<file path="src/rtl/shadow_pkg.sv">
package shadow_pkg;
  typedef enum logic [1:0] {
    TGT_NONE = 2'b00,
    TGT_DRAM = 2'b01,
    TGT_PCI  = 2'b10
  } target_e;
endpackage

</file>
<file path="src/rtl/shadow_seg_decode.sv">
module shadow_seg_decode #(
  parameter int unsigned ADDR_W      = 32,
  parameter int unsigned SMALL_SEGS  = 12,
  parameter int unsigned SMALL_SHIFT = 14,
  parameter int unsigned WIN_BASE    = 32'h000C_0000,
  parameter int unsigned BIG_BASE    = 32'h000F_0000,
  parameter int unsigned WIN_LIMIT   = 32'h0010_0000,
  parameter int unsigned SEG_W       = 4
) (
  input  logic [ADDR_W-1:0] addr,
  output logic              hit,
  output logic [SEG_W-1:0]  seg
);
  localparam logic [ADDR_W-1:0] BASE_A  = ADDR_W'(WIN_BASE);
  localparam logic [ADDR_W-1:0] BIG_A   = ADDR_W'(BIG_BASE);
  localparam logic [ADDR_W-1:0] LIMIT_A = ADDR_W'(WIN_LIMIT);

  logic [ADDR_W-1:0] offset;
  logic              in_win;
  logic              in_big;

  always_comb begin
    offset = addr - BASE_A;
    in_win = (addr >= BASE_A) && (addr < LIMIT_A);
    in_big = in_win && (addr >= BIG_A);
    hit    = in_win;
    if (!in_win)
      seg = '0;
    else if (in_big)
      seg = SEG_W'(SMALL_SEGS);
    else
      seg = SEG_W'(offset >> SMALL_SHIFT);
  end
endmodule

</file>
<file path="src/rtl/shadow_cfg_regs.sv">
module shadow_cfg_regs #(
  parameter int unsigned NUM_SEGS = 13,
  parameter int unsigned SEG_W    = 4
) (
  input  logic                clk,
  input  logic                rst,
  input  logic                cfg_we,
  input  logic [SEG_W-1:0]    cfg_seg,
  input  logic                cfg_rd_en,
  input  logic                cfg_wr_en,
  output logic [NUM_SEGS-1:0] rd_en,
  output logic [NUM_SEGS-1:0] wr_en
);
  for (genvar g = 0; g < NUM_SEGS; g++) begin : g_seg
    always_ff @(posedge clk) begin
      if (rst) begin
        rd_en[g] <= 1'b0;
        wr_en[g] <= 1'b0;
      end else if (cfg_we && (cfg_seg == SEG_W'(g))) begin
        rd_en[g] <= cfg_rd_en;
        wr_en[g] <= cfg_wr_en;
      end
    end
  end

  // enable bits are clear right after reset
  a_r1_reset_clear: assert property (@(posedge clk) disable iff (rst)
    $fell(rst) |-> (rd_en == '0) && (wr_en == '0));

  // out-of-range segment writes leave the bits untouched
  a_r9_bad_seg_ignored: assert property (@(posedge clk) disable iff (rst)
    (cfg_we && (cfg_seg >= SEG_W'(NUM_SEGS))) |=> ($stable(rd_en) && $stable(wr_en)));
endmodule

</file>
<file path="src/rtl/shadow_route_stage.sv">
module shadow_route_stage
  import shadow_pkg::*;
#(
  parameter int unsigned ADDR_W   = 32,
  parameter int unsigned NUM_SEGS = 13,
  parameter int unsigned SEG_W    = 4
) (
  input  logic                clk,
  input  logic                rst,
  input  logic                req_valid,
  input  logic                req_write,
  input  logic [ADDR_W-1:0]   req_addr,
  input  logic                dec_hit,
  input  logic [SEG_W-1:0]    dec_seg,
  input  logic [NUM_SEGS-1:0] rd_en,
  input  logic [NUM_SEGS-1:0] wr_en,
  output logic                rsp_valid,
  output logic                rsp_hit,
  output logic                rsp_to_dram,
  output logic                rsp_to_pci,
  output logic [SEG_W-1:0]    rsp_seg,
  output logic [ADDR_W-1:0]   rsp_addr
);
  localparam int unsigned PAD = 1 << SEG_W;

  logic [PAD-1:0] rd_pad;
  logic [PAD-1:0] wr_pad;
  logic           use_dram;
  target_e        tgt;

  always_comb begin
    rd_pad   = PAD'(rd_en);
    wr_pad   = PAD'(wr_en);
    use_dram = req_write ? wr_pad[dec_seg] : rd_pad[dec_seg];
    if (!req_valid || !dec_hit)
      tgt = TGT_NONE;
    else if (use_dram)
      tgt = TGT_DRAM;
    else
      tgt = TGT_PCI;
  end

  always_ff @(posedge clk) begin
    if (rst) begin
      rsp_valid   <= 1'b0;
      rsp_hit     <= 1'b0;
      rsp_to_dram <= 1'b0;
      rsp_to_pci  <= 1'b0;
      rsp_seg     <= '0;
      rsp_addr    <= '0;
    end else begin
      rsp_valid   <= req_valid;
      rsp_hit     <= req_valid && dec_hit;
      rsp_to_dram <= (tgt == TGT_DRAM);
      rsp_to_pci  <= (tgt == TGT_PCI);
      rsp_seg     <= (req_valid && dec_hit) ? dec_seg : '0;
      rsp_addr    <= req_valid ? req_addr : '0;
    end
  end

  // never both targets
  a_r10_onehot: assert property (@(posedge clk) disable iff (rst)
    $onehot0({rsp_to_dram, rsp_to_pci}));

  // claimed access picks exactly one target
  a_r10_one_target: assert property (@(posedge clk) disable iff (rst)
    (rsp_valid && rsp_hit) |-> $countones({rsp_to_dram, rsp_to_pci}) == 1);

  // unclaimed access drives no target
  a_r6_outside_quiet: assert property (@(posedge clk) disable iff (rst)
    (rsp_valid && !rsp_hit) |-> (!rsp_to_dram && !rsp_to_pci && (rsp_seg == '0)));

  // verdict follows a request by one cycle
  a_r7_valid_follows: assert property (@(posedge clk) disable iff (rst)
    rsp_valid |-> $past(req_valid));

  // idle outputs stay quiet
  a_r7_idle_quiet: assert property (@(posedge clk) disable iff (rst)
    !rsp_valid |-> (!rsp_hit && !rsp_to_dram && !rsp_to_pci));

  // segment index never exceeds the top segment
  a_r3_seg_range: assert property (@(posedge clk) disable iff (rst)
    rsp_hit |-> (rsp_seg <= SEG_W'(NUM_SEGS - 1)));
endmodule

</file>
<file path="src/rtl/shadow_router.sv">
module shadow_router #(
  parameter int unsigned ADDR_W      = 32,
  parameter int unsigned SMALL_SEGS  = 12,
  parameter int unsigned SMALL_SHIFT = 14,
  parameter int unsigned WIN_BASE    = 32'h000C_0000,
  parameter int unsigned BIG_BASE    = 32'h000F_0000,
  parameter int unsigned WIN_LIMIT   = 32'h0010_0000,
  localparam int unsigned NUM_SEGS   = SMALL_SEGS + 1,
  localparam int unsigned SEG_W      = $clog2(NUM_SEGS)
) (
  input  logic              clk,
  input  logic              rst,
  input  logic              cfg_we,
  input  logic [SEG_W-1:0]  cfg_seg,
  input  logic              cfg_rd_en,
  input  logic              cfg_wr_en,
  input  logic              req_valid,
  input  logic              req_write,
  input  logic [ADDR_W-1:0] req_addr,
  output logic              rsp_valid,
  output logic              rsp_hit,
  output logic              rsp_to_dram,
  output logic              rsp_to_pci,
  output logic [SEG_W-1:0]  rsp_seg,
  output logic [ADDR_W-1:0] rsp_addr
);
  logic                dec_hit;
  logic [SEG_W-1:0]    dec_seg;
  logic [NUM_SEGS-1:0] rd_en;
  logic [NUM_SEGS-1:0] wr_en;

  shadow_seg_decode #(
    .ADDR_W(ADDR_W), .SMALL_SEGS(SMALL_SEGS), .SMALL_SHIFT(SMALL_SHIFT),
    .WIN_BASE(WIN_BASE), .BIG_BASE(BIG_BASE), .WIN_LIMIT(WIN_LIMIT), .SEG_W(SEG_W)
  ) i_decode (
    .addr(req_addr), .hit(dec_hit), .seg(dec_seg)
  );

  shadow_cfg_regs #(.NUM_SEGS(NUM_SEGS), .SEG_W(SEG_W)) i_cfg (
    .clk(clk), .rst(rst), .cfg_we(cfg_we), .cfg_seg(cfg_seg),
    .cfg_rd_en(cfg_rd_en), .cfg_wr_en(cfg_wr_en),
    .rd_en(rd_en), .wr_en(wr_en)
  );

  shadow_route_stage #(.ADDR_W(ADDR_W), .NUM_SEGS(NUM_SEGS), .SEG_W(SEG_W)) i_route (
    .clk(clk), .rst(rst), .req_valid(req_valid), .req_write(req_write),
    .req_addr(req_addr), .dec_hit(dec_hit), .dec_seg(dec_seg),
    .rd_en(rd_en), .wr_en(wr_en),
    .rsp_valid(rsp_valid), .rsp_hit(rsp_hit), .rsp_to_dram(rsp_to_dram),
    .rsp_to_pci(rsp_to_pci), .rsp_seg(rsp_seg), .rsp_addr(rsp_addr)
  );

  // the address echoed back belongs to a claimed window when hit is set
  a_r2_hit_in_window: assert property (@(posedge clk) disable iff (rst)
    rsp_hit |-> ((rsp_addr >= ADDR_W'(WIN_BASE)) && (rsp_addr < ADDR_W'(WIN_LIMIT))));
endmodule

</file>
<file path="config.mk">
export PLATFORM = sky130hd
export DESIGN_NAME = shadow_router
export DESIGN_NICKNAME = d
export VERILOG_FILES = /design/src/rtl/shadow_pkg.sv /design/src/rtl/shadow_seg_decode.sv /design/src/rtl/shadow_cfg_regs.sv /design/src/rtl/shadow_route_stage.sv /design/src/rtl/shadow_router.sv
export SDC_FILE = /design/constraint.sdc
export NUM_CORES = 1
export LEC_CHECK = 0
export BUFFER_PORTS_ARGS = -buffer_cell sky130_fd_sc_hd__clkbuf_2
export CORE_ASPECT_RATIO = 0.7
export CORE_MARGIN = 3
export CORE_UTILIZATION = 40
export CTS_BUF_LIST = sky130_fd_sc_hd__clkbuf_8
export DETAILED_ROUTE_END_ITERATION = 12
export MAX_ROUTING_LAYER = met4
export PLACE_DENSITY = 0.77
export SYNTH_ARGS = -nofsm -noshare
export SYNTH_HDL_FRONTEND = slang
export SYNTH_HIERARCHICAL = 1
export SYNTH_SLANG_ARGS = --single-unit
export TNS_END_PERCENT = 5
</file>
<file path="constraint.sdc">
create_clock -name clk -period 2.41 [get_ports clk]
set_input_delay 0.241 -clock clk [delete_from_list [all_inputs] [get_ports clk]]
set_output_delay 0.241 -clock clk [all_outputs]
set_load 0.01 [all_outputs]
</file>
Yosys cells after proc, flatten, opt, wreduce, memory -nomap -nowiden:

Index checks and enable logic that the tools add are counted.
Widths: inputs -> output; s select.

* bits of input ports: 43
* register bits after elaboration: 66

* $add $sub $neg: 1
* reduce and logical (&&, ||, !) cells: 22
* bitwise gates (word level): 2
* equal/unequal tests: 14
* mux-type cells: 9
* $lt $le $gt $ge: 4

Operators with widths (number)
* $ge 32x20->1 const B: 2
* $lt 32x21->1 const B: 1
* $eq 4x4->1 const B: 5
* $sub 18x1->18 const B: 1
* $eq 4x3->1 const B: 4
* $logic_and 1x1->1: 16
* $bmux 1 s4: 2
* $eq 4x2->1 const B: 2
* $mux 4: 2
* $lt 4x5->1 const B: 1
* $eq 4x1->1 const B: 1
* $logic_not 4->1: 1
* $mux 2: 2
* $reduce_or 2->1: 2
* $mux 1: 3
* $eq 2x1->1 const B: 1
* $eq 2x2->1 const B: 1
* $logic_not 1->1: 2
* $not 1->1: 2
* $logic_or 1x1->1: 1

Longest topological paths before layout:

Gate-level depths: netlist (run 1).

* word-level depth: 11
* mapped depth: 8
* gate-level depth less buffers: 7

Modules after synthesis:

Netlist (run 1), hierarchy kept.

Modules (own cells, without submodules)
* shadow_route_stage: times used 1, area an instance 1335.0 µm², seq. area each 800.8 µm², cells an instance 115
* shadow_cfg_regs: times used 1, area an instance 1109.8 µm², seq. area each 520.5 µm², cells an instance 104
* shadow_seg_decode: times used 1, area an instance 80.1 µm², seq. area each 0.0 µm², cells an instance 10

Least setup slack after synthesis (run 1):

Ideal clock, no wire load.

* path kind: input to register
* start point: input port req_addr[31]
* end point: register i_route.rsp_to_pci
* setup time: 0.058 ns
* data required time: 2.352 ns
* setup slack: 0.319 ns
* cell stages on the path: 8
* data arrival time: 2.033 ns
* cell sequence: nor4_1 and4_4 and3_1 buf_6 mux4_2 nand2_1 nor4b_1 o21a_1

* longest elaborated chain between the ends: 11
* elaborated cells between the ends (all ways): 17
* those cells by class: order compare (3); eq/ne (1); mux (9); reduce/logical (4)

Ends and longest elaborated chain
* start: declaration: RTL line shadow_router.sv:19 `input logic [ADDR_W-1:0] req_addr,`
* $ge 32x20->1 or $lt 32x21->1 (tied branches): RTL line shadow_seg_decode.sv:24 `in_win = (addr >= BASE_A) && (addr < LIMIT_A);`
* $logic_and 1x1->1 *: RTL line shadow_seg_decode.sv:24
* via dec_hit: RTL line shadow_router.sv:27 `logic dec_hit;`
* $logic_and 1x1->1: RTL line shadow_seg_decode.sv:25 `in_big = in_win && (addr >= BIG_A);`
* $mux 4: RTL line shadow_seg_decode.sv:29 `else if (in_big)`
* $mux 4 *: RTL line shadow_seg_decode.sv:27 `if (!in_win)`
* via dec_seg[0]: RTL line shadow_router.sv:28 `logic [SEG_W-1:0] dec_seg;`
* $bmux 1 s4: RTL line shadow_route_stage.sv:34 `use_dram = req_write ? wr_pad[dec_seg] : rd_pad[dec_seg];`
* $mux 1 (not written as such): RTL line shadow_route_stage.sv:34
* $mux 1 *: RTL line shadow_route_stage.sv:34
* $mux 2 *: RTL line shadow_route_stage.sv:37 `else if (use_dram)`
* $mux 2 *: RTL line shadow_route_stage.sv:35 `if (!req_valid || !dec_hit)`
* $eq 2x2->1 *: RTL line shadow_route_stage.sv:55 `rsp_to_pci <= (tgt == TGT_PCI);`
* end signal: assignment: RTL line shadow_route_stage.sv:55
* end: declaration: RTL line shadow_route_stage.sv:20 `output logic rsp_to_pci,`

The timed path passes the listed nets; every way through them passes the cells marked *. The select of a mux whose other input is x is not followed.
A chain may end at the register's enable or synchronous reset.

Worst setup path after layout (run 1):

* start point: input port req_addr[26]
* end point: register i_route.rsp_to_pci

Same word-level chain as after synthesis.

==> impl_metrics.ini, run 1 <==
[clock_tree]
cts_htree_levels = 3
cts_hold_buf = 0
clk_pin_slew_ps = 70
cts_root_buffer = clkbuf_8
cts_sinks = 66
cts_buffer_depth = 2
cts_tree = yes
post_cts_buffers = 0
clk_latency_ps = 340
cts-resized-gates = 0
cts_buffers = 9

[detailed_routing]
routed-via-count = 1902
wl_um = 5467
ant_nets = 0
wl_per_cell_um = 13.74
firstDrtPassIters = 4
drc_errors = 0
initialDrtViolationCount = 83
vias_per_cell = 4.779

[timing]
min_period_over_period = 0.8715
slew_headroom = 0.5871
period_minus_slack_ps = 2100
hold_viol = 0
setup_viol = 0
clock_skew_ps = 6.189
whs_ps = 95.68
report.final.slew_viol_count = 0
tightest_slew_ps = 616.5
fmax_ghz = 0.4761
rsz0062_at_grt = no

[global_route]
grt_max_degree = 30
grt_pass1_vias = 1939
antenna_found_initial = 0
grt_use_total = 0.1625
grt_overflow = 0
grt_pass1_wl_um = 8859

[min_path]
holdPathStages = 2
worst_hold_path.endpoint = i_route/rsp_addr[6]
hp-class = in2reg
hold_start = req_addr[6]

[worst_setup_path]
cp-end-kind = register
slowest_delay_ps = 520
r2r_cells = 4
rr_endpoint = i_route/rsp_to_pci
arrival_ps = 2380
r2r-start = i_cfg/rd_en[10]
crit_path_max_fanout = 5
critPathSlowestCell = mux4_2
crit_path_start_kind = input pin
cp.required_ps = 2690
crit_path_cell_trace = clkbuf_2 -> nor4b_2 -> and4_4 -> and3_1 -> mux4_2 -> nand2_1 -> nor4b_1 -> o21a_1
critical_path_class = in2reg
reg2reg_setup_slack_ps = 910

[cells_and_area]
final_util = 0.5506
final_cell_mix = clkbuf_2 (82), dfxtp_1 (66), mux2i_1 (34), and2_1 (34), nand2b_1 (25)
syn2layout_area_growth_pct = 28.64
diodes = 0
final_cell_area_um2 = 3248
nets = 361
drive_gt1_frac = 0.3684
final_common_cell = clkbuf_2

[placed_design]
gp_congestion = 0.8180
numPortBuffers = 82
dp_hpwl_um = 4177
placed_cell_area_um2 = 3028

[run]
drv_cap = 0

[logic_synthesis]
synth_area_um2 = 2525
synth_top_area_cell = dfxtp_1
synth.avg_cell_area_um2 = 11.03
synth.area.top_cells = dfxtp_1 (52%), mux2i_1 (13%), and2_1 (8.4%), nand2b_1 (6.2%), mux4_2 (1.8%)
synth.net_count = 272
ys_types = 38
ys_async_sr_fraction = 0
syn_inst = 229
ys.warnings.count = 6
ys.flop_type = dfxtp_1
synth-edff-count = 0
synth_top_area_frac = 0.5233
ys_ff_latch = 66
ys_seq_area_frac = 0.5233

[floorplan]
placementRows = 23
die_x_um = 101.0
core_region_area_um2 = 5899
pin_count = 83
die_height_um = 72.47
dieArea_um2 = 7317
initial_core_util = 0.4280

[pwr]
total_power_mw = 2.281
ir_worst_vdd_mv = 0.3724
combPwrFrac = 0.065
p_switching_mw = 0.4863
p_clk_frac = 0.441
p_per_area_nw_per_um2 = 702.3
internal_power_mw = 1.795
p_seq_frac = 0.494
swShare = 0.2132
p_leak_nw = 1.562

[outcome]
status = finished, final reports clean
==> cell type report <==
class | count | area, µm²
Inverter | 3 | 11.26
Sequential cell | 66 | 1321
Fill cell | 535 | 2651
Tap cell | 75 | 93.84
Timing Repair Buffer | 89 | 475.5
Clock buffer | 10 | 137.6
Multi-Input combinational cell | 149 | 1126
Clock inverter | 6 | 82.58
==> critical path, delay by kind of cell <==
kind	cells	cell delay, ps
muxes	1	520
AOI/OAI and AO/OA	1	190
buffers and inverters	1	100
and+or+nand+nor	5	1330
==> cells in the mapped netlist (2+ instances only) <==
cell type,n
nor4b_2,2
and2_1,34
nand2b_2,2
mux4_2,2
nor2_1,2
nand2_1,12
and3_1,5
dfxtp_1,66
nand3_1,3
nor2b_1,2
buf_4,2
buf_6,2
nand2b_1,25
mux2i_1,34
nor4b_1,2
and3b_2,2
and2b_1,2
clkbuf_1,5
o22ai_1,4
inv_1,3
==> stage by stage <==
stage                     std cells  setup TNS [ps]  worst slack, ps
after detailed placement        382          -75.47           -40.29
after floorplan                 229               0            319.1
final                           398               0            309.8
after global placement          382               0            59.50
after CTS                       398               0            314.5
after global routing            398               0            108.0
==> registers in the layout, summed over array words and instances (netlist names) <==
signal and count:
i_route/rsp_valid 1, i_route/rsp_seg 4, i_route/rsp_to_dram 1, i_route/rsp_addr 32, i_route/rsp_to_pci 1, i_cfg/rd_en 13
i_cfg/wr_en 13, i_route/rsp_hit 1
==> kinds of logic (layout without fill, tap and decap cells) <==
group,after synthesis,after routing,synth area share
and+or+nand+nor,106,106,0.2745
DFF,66,66,0.5233
muxes,36,36,0.1526
AOI/OAI and AO/OA,7,7,0.01784
buffers and inverters,14,108,0.03171
==> metal layers <==
| layer | vias to the layer above | wire [µm] | GRT usage |
|---|---|---|---|
| met2 | 74 | 2420 | 0.2451 |
| met5 | - | 0 | - |
| met3 | 8 | 494 | 0.05956 |
| li1 | 950 | - | - |
| met1 | 870 | 2471 | 0.1994 |
| met4 | 0 | 81 | 0.06195 |
==> worst max-delay path by stage <==
stage          slack [ps]                   to          from  depth (start not counted)
2_1_floorplan         320   i_route/rsp_to_pci  req_addr[31]                          8
3_3_place_gp           60   i_route/rsp_to_pci  req_addr[31]                          8
3_5_place_dp          -40  i_route/rsp_to_dram  req_addr[26]                          8
4_1_cts               310   i_route/rsp_to_pci  req_addr[26]                          8
5_1_grt               110  i_route/rsp_to_dram  req_addr[26]                          8
6_report              310   i_route/rsp_to_pci  req_addr[26]                          8
==> power by group through the flow <==
stage	clock (mW)	sequential, mW	combinational [mW]
after floorplan	0	1.16	0.0636
after global placement	0	1.15	0.147
after detailed placement	0	1.15	0.150
after CTS	1.03	1.13	0.151
after global routing	1.09	1.13	0.165
final	1.01	1.13	0.149
(Power assumes the default switching activity.)
==> run 2, diff against run 1 <==
--- a/config.mk
+++ b/config.mk
@@ -5,7 +5,7 @@
 export SDC_FILE = /design/constraint.sdc
 export NUM_CORES = 1
 export LEC_CHECK = 0
-export BUFFER_PORTS_ARGS = -buffer_cell sky130_fd_sc_hd__clkbuf_2
+export BUFFER_PORTS_ARGS = -buffer_cell sky130_fd_sc_hd__buf_4
 export CORE_ASPECT_RATIO = 0.7
 export CORE_MARGIN = 3
 export CORE_UTILIZATION = 40
==> impl_metrics.ini, run 2 (synthesized netlist as in run 1, its figures left out) <==
[outcome]
status = finished, final reports clean

[cells_and_area]
diodes = 0
drive_gt1_frac = 0.3758
final_cell_mix = buf_4 (87), dfxtp_1 (66), mux2i_1 (34), and2_1 (34), nand2b_1 (25)
syn2layout_area_growth_pct = 37.41
fillerInstances = 512
final_util = 0.5881
largest_reg_flops = 32
final_cells = 397
final_common_cell = buf_4
final_cell_area_um2 = 3470
reg_top3 = i_route/rsp_addr x32, i_cfg/rd_en x13, i_cfg/wr_en x13
top_register = i_route/rsp_addr
multi_input_area_um2 = 1132
regArea_um2 = 1321
nets = 360

[timing]
period_minus_slack_ps = 2161
fmax_ghz = 0.4628
min_period_over_period = 0.8966
clock_skew_ps = 2.696
whs_ps = 104.6
slew_headroom = 0.6148
hold_viol = 0
finalSetupTns_ps = 0
report.final.slew_viol_count = 0
tightest_slew_ps = 577.7
rsz0062_at_grt = no
setup_viol = 0
setup_ws_ps = 249.3

[global_route]
grt_pass1_wl_um = 8763
grt_use_total = 0.1635
grt_max_degree = 30
grt_pass1_vias = 1799
antenna_found_initial = 0
grt_overflow = 0

[detailed_routing]
wl_um = 5476
ant_nets = 0
wl_per_cell_um = 13.79
initialDrtViolationCount = 57
routed-via-count = 1840
drc_errors = 0
vias_per_cell = 4.635
firstDrtPassIters = 4

[clock_tree]
cts_sinks = 66
clk_latency_ps = 330
clk_pin_slew_ps = 70
cts_buffers = 9
cts_root_buffer = clkbuf_8
cts_buffer_depth = 2
cts_tree = yes
post_cts_buffers = 0
cts_htree_levels = 3

[pwr]
p_leak_nw = 1.625
p_switching_mw = 0.4815
internal_power_mw = 1.888
p_clk_frac = 0.449
p_seq_frac = 0.476
total_power_mw = 2.370
ir_worst_vdd_mv = 0.4970
swShare = 0.2032
p_per_area_nw_per_um2 = 683.0
combPwrFrac = 0.076

[placed_design]
placed_cell_area_um2 = 3226
dp_hpwl_um = 4150
gp_congestion = 0.7786
dp_cells = 381
place_ws_ps = -120.0
numPortBuffers = 82

[worst_setup_path]
reg2reg_setup_slack_ps = 900
critical_path_class = in2reg
cp-end-kind = register
crit_path_max_fanout = 5
r2r_cells = 4
crit_path_start_kind = input pin
r2r-start = i_cfg/wr_en[10]
arrival_ps = 2360
cp.required_ps = 2610
rr_endpoint = i_route/rsp_to_dram

[floorplan]
core_region_area_um2 = 5899
placementRows = 23
pin_count = 83
dieArea_um2 = 7317
initial_core_util = 0.4280
die_height_um = 72.47
die_x_um = 101.0

[min_path]
holdPathStages = 2
hold_start = req_addr[13]
worst_hold_path.endpoint = i_route/rsp_addr[13]
hp-class = in2reg

[run]
drv_cap = 0
==> run 2: layer usage <==
| layer | wire, µm | up-vias | GRT usage |
|---|---|---|---|
| met2 | 2344 | 58 | 0.2283 |
| met4 | 51 | 0 | 0.06195 |
| met5 | 0 | - | - |
| met3 | 407 | 4 | 0.06532 |
| li1 | - | 942 | - |
| met1 | 2673 | 836 | 0.2125 |
==> run 2: critical path, cell delays in order <==
cell	delay, ps
buf_4	110
nor4_1	340
and4_4	310
and3_1	250
mux4_2	520
nand2_1	80
nor4b_1	420
nor3_1	100
==> run 2: area by class of cell <==
cell class | instances | share of cell area
clock inverter | 4 | 0.02092
clock buffer | 12 | 0.04760
multi-input combinational | 149 | 0.3264
timing repair buffer | 88 | 0.1940
tap | 75 | 0.02705
inverter | 3 | 0.003246
sequential | 66 | 0.3808
==> run 2: how the worst max path moves through the flow <==
stage / startpoint / endpoint / slack (ps) / cells after the start
6_report: req_addr[31] / i_route/rsp_to_dram / 250 / 8
5_1_grt: req_addr[31] / i_route/rsp_to_dram / 120 / 8
4_1_cts: req_addr[31] / i_route/rsp_to_pci / 180 / 8
3_5_place_dp: req_addr[31] / i_route/rsp_to_dram / -120 / 8
3_3_place_gp: req_addr[31] / i_route/rsp_to_pci / -20 / 8
2_1_floorplan: req_addr[31] / i_route/rsp_to_pci / 320 / 8
==> run 2: power by group through the flow <==
stage / registers (mW) / clock network (mW) / logic (mW)
after floorplan: 1.16 / 0 / 0.0636
after global placement: 1.15 / 0 / 0.179
after detailed placement: 1.15 / 0 / 0.181
after CTS: 1.13 / 1.09 / 0.181
after global routing: 1.13 / 1.15 / 0.196
final: 1.13 / 1.06 / 0.180
==> run 2: what timing repair did <==
action	4_1_cts	5_1_grt
setup endpoints to repair	0	2
resized for setup	0	1
hold buffers	0	0
endpoints found under the hold margin	0	0
==> run 3, diff against run 2 <==
==> constraint.sdc (replaced) <==
create_clock -name clk -period 2.09 [get_ports clk]
set_input_delay 0.209 -clock clk [delete_from_list [all_inputs] [get_ports clk]]
set_output_delay 0.209 -clock clk [all_outputs]
set_load 0.01 [all_outputs]
==> impl_metrics.ini, run 3 (synthesized netlist as in run 1, its figures left out) <==
[outcome]
status = finished, final reports clean

[clock_tree]
cts_buffer_depth = 2
cts_sinks = 66
cts_buffers = 9
cts_htree_levels = 3
cts_hold_buf = 0
cts_root_buffer = clkbuf_8
cts_tree = yes
clk_pin_slew_ps = 70
clk_latency_ps = 340

[placed_design]
gp_congestion = 0.8201
dp_hpwl_um = 4260
numPortBuffers = 82

[timing]
period_minus_slack_ps = 1946
setup_viol = 0
hold_viol = 0
tightest_slew_ps = 573.1
fmax_ghz = 0.5139
finalSetupTns_ps = 0
min_period_over_period = 0.9310
clock_skew_ps = 7.568
report.final.slew_viol_count = 0
rsz0062_at_grt = no
slew_headroom = 0.6180

[detailed_routing]
wl_um = 5648
drc_errors = 0
initialDrtViolationCount = 66
wl_per_cell_um = 14.16
routed-via-count = 1876
ant_nets = 0
vias_per_cell = 4.702
firstDrtPassIters = 5

[cells_and_area]
diodes = 0
final_cell_mix = buf_4 (90), dfxtp_1 (66), mux2i_1 (34), and2_1 (34), nand2b_1 (25)
regArea_um2 = 1321
fillerInstances = 520
multi_input_area_um2 = 1146
nets = 363
reg_top3 = i_route/rsp_addr x32, i_cfg/rd_en x13, i_cfg/wr_en x13
final_common_cell = buf_4
final_util = 0.5854
largest_reg_flops = 32
top_register = i_route/rsp_addr
syn2layout_area_growth_pct = 36.77
drive_gt1_frac = 0.3827

[pwr]
p_per_area_nw_per_um2 = 731.3
p_leak_nw = 1.631
total_power_mw = 2.525
ir_worst_vdd_mv = 0.4557

[run]
drv_cap = 0

[worst_setup_path]
crit_path_max_fanout = 6
arrival_ps = 2190
cp-end-kind = register
critical_path_class = in2reg
crit_path_start_kind = input pin
cp.required_ps = 2330

[min_path]
hp-class = in2reg

[floorplan]
die_x_um = 101.0
core_region_area_um2 = 5899
initial_core_util = 0.4280
dieArea_um2 = 7317
pin_count = 83
placementRows = 23
die_height_um = 72.47

[global_route]
antenna_found_initial = 0
grt_pass1_vias = 1920
grt_pass1_wl_um = 9170
grt_use_total = 0.1710
grt_overflow = 0
grt_max_degree = 30
[run 3: routing by layer]
| layer | track usage | wire length [µm] |
|---|---|---|
| met4 | 0.05605 | 87 |
| met1 | 0.2135 | 2568 |
| met3 | 0.07685 | 533 |
| met5 | - | 0 |
| met2 | 0.2473 | 2458 |
[run 3: power by group]
group,internal [mW],total (mW),switching (mW)
sequential,1.29,1.30,0.0104
combinational,0.121,0.208,0.0867
clock,0.564,1.02,0.453
[run 3: worst max-delay path, cell delays in order]
cell and delay, ps:
buf_4 120, nor4b_2 300, and4_4 290, and3_2 230, buf_4 140, or3b_1 370
o22ai_1 240, nor4b_2 90, o21a_1 190
[run 3: cell type report]
type	count	share of cell area
flip-flops and latches	66	0.3826
multi-input cells	149	0.3319
repair buffers	91	0.2014
clock buffers	10	0.03986
well taps	75	0.02717
clock inverters	5	0.01377
inverters	3	0.003261
[run 3: worst paths after layout]
| path | end | slack (ps) | start | cells past startpoint |
|---|---|---|---|---|
| hold / removal | i_route/rsp_addr[0] | 70 | req_addr[0] | 2 |
| setup reg to reg | i_route/rsp_to_dram | 730 | i_cfg/rd_en[11] | 4 |
| setup / recovery | i_route/rsp_to_pci | 140 | req_addr[26] | 9 |
| hold reg to reg | i_cfg/wr_en[9] | 480 | i_cfg/wr_en[9] | 2 |
[run 3: repair_timing]
| item | CTS | global route |
|---|---|---|
| gates resized for setup | 2 | 2 |
| endpoints found under the setup margin | 2 | 2 |
| setup buffers | 0 | 0 |
[run 3: stage by stage]
step | cells | cell area (µm²) | worst slack [ps] | hold WS (ps)
6_report | 399 | 3453 | 144.2 | 66.86
5_1_grt | 399 | 3453 | 29.76 | 52.41
4_1_cts | 399 | 3446 | 58.58 | 54.82
3_5_place_dp | 384 | 3248 | -400.8 | 415.1
3_3_place_gp | 384 | 3248 | -317.7 | 410.2
2_1_floorplan | 229 | 2525 | 31.06 | 330.7
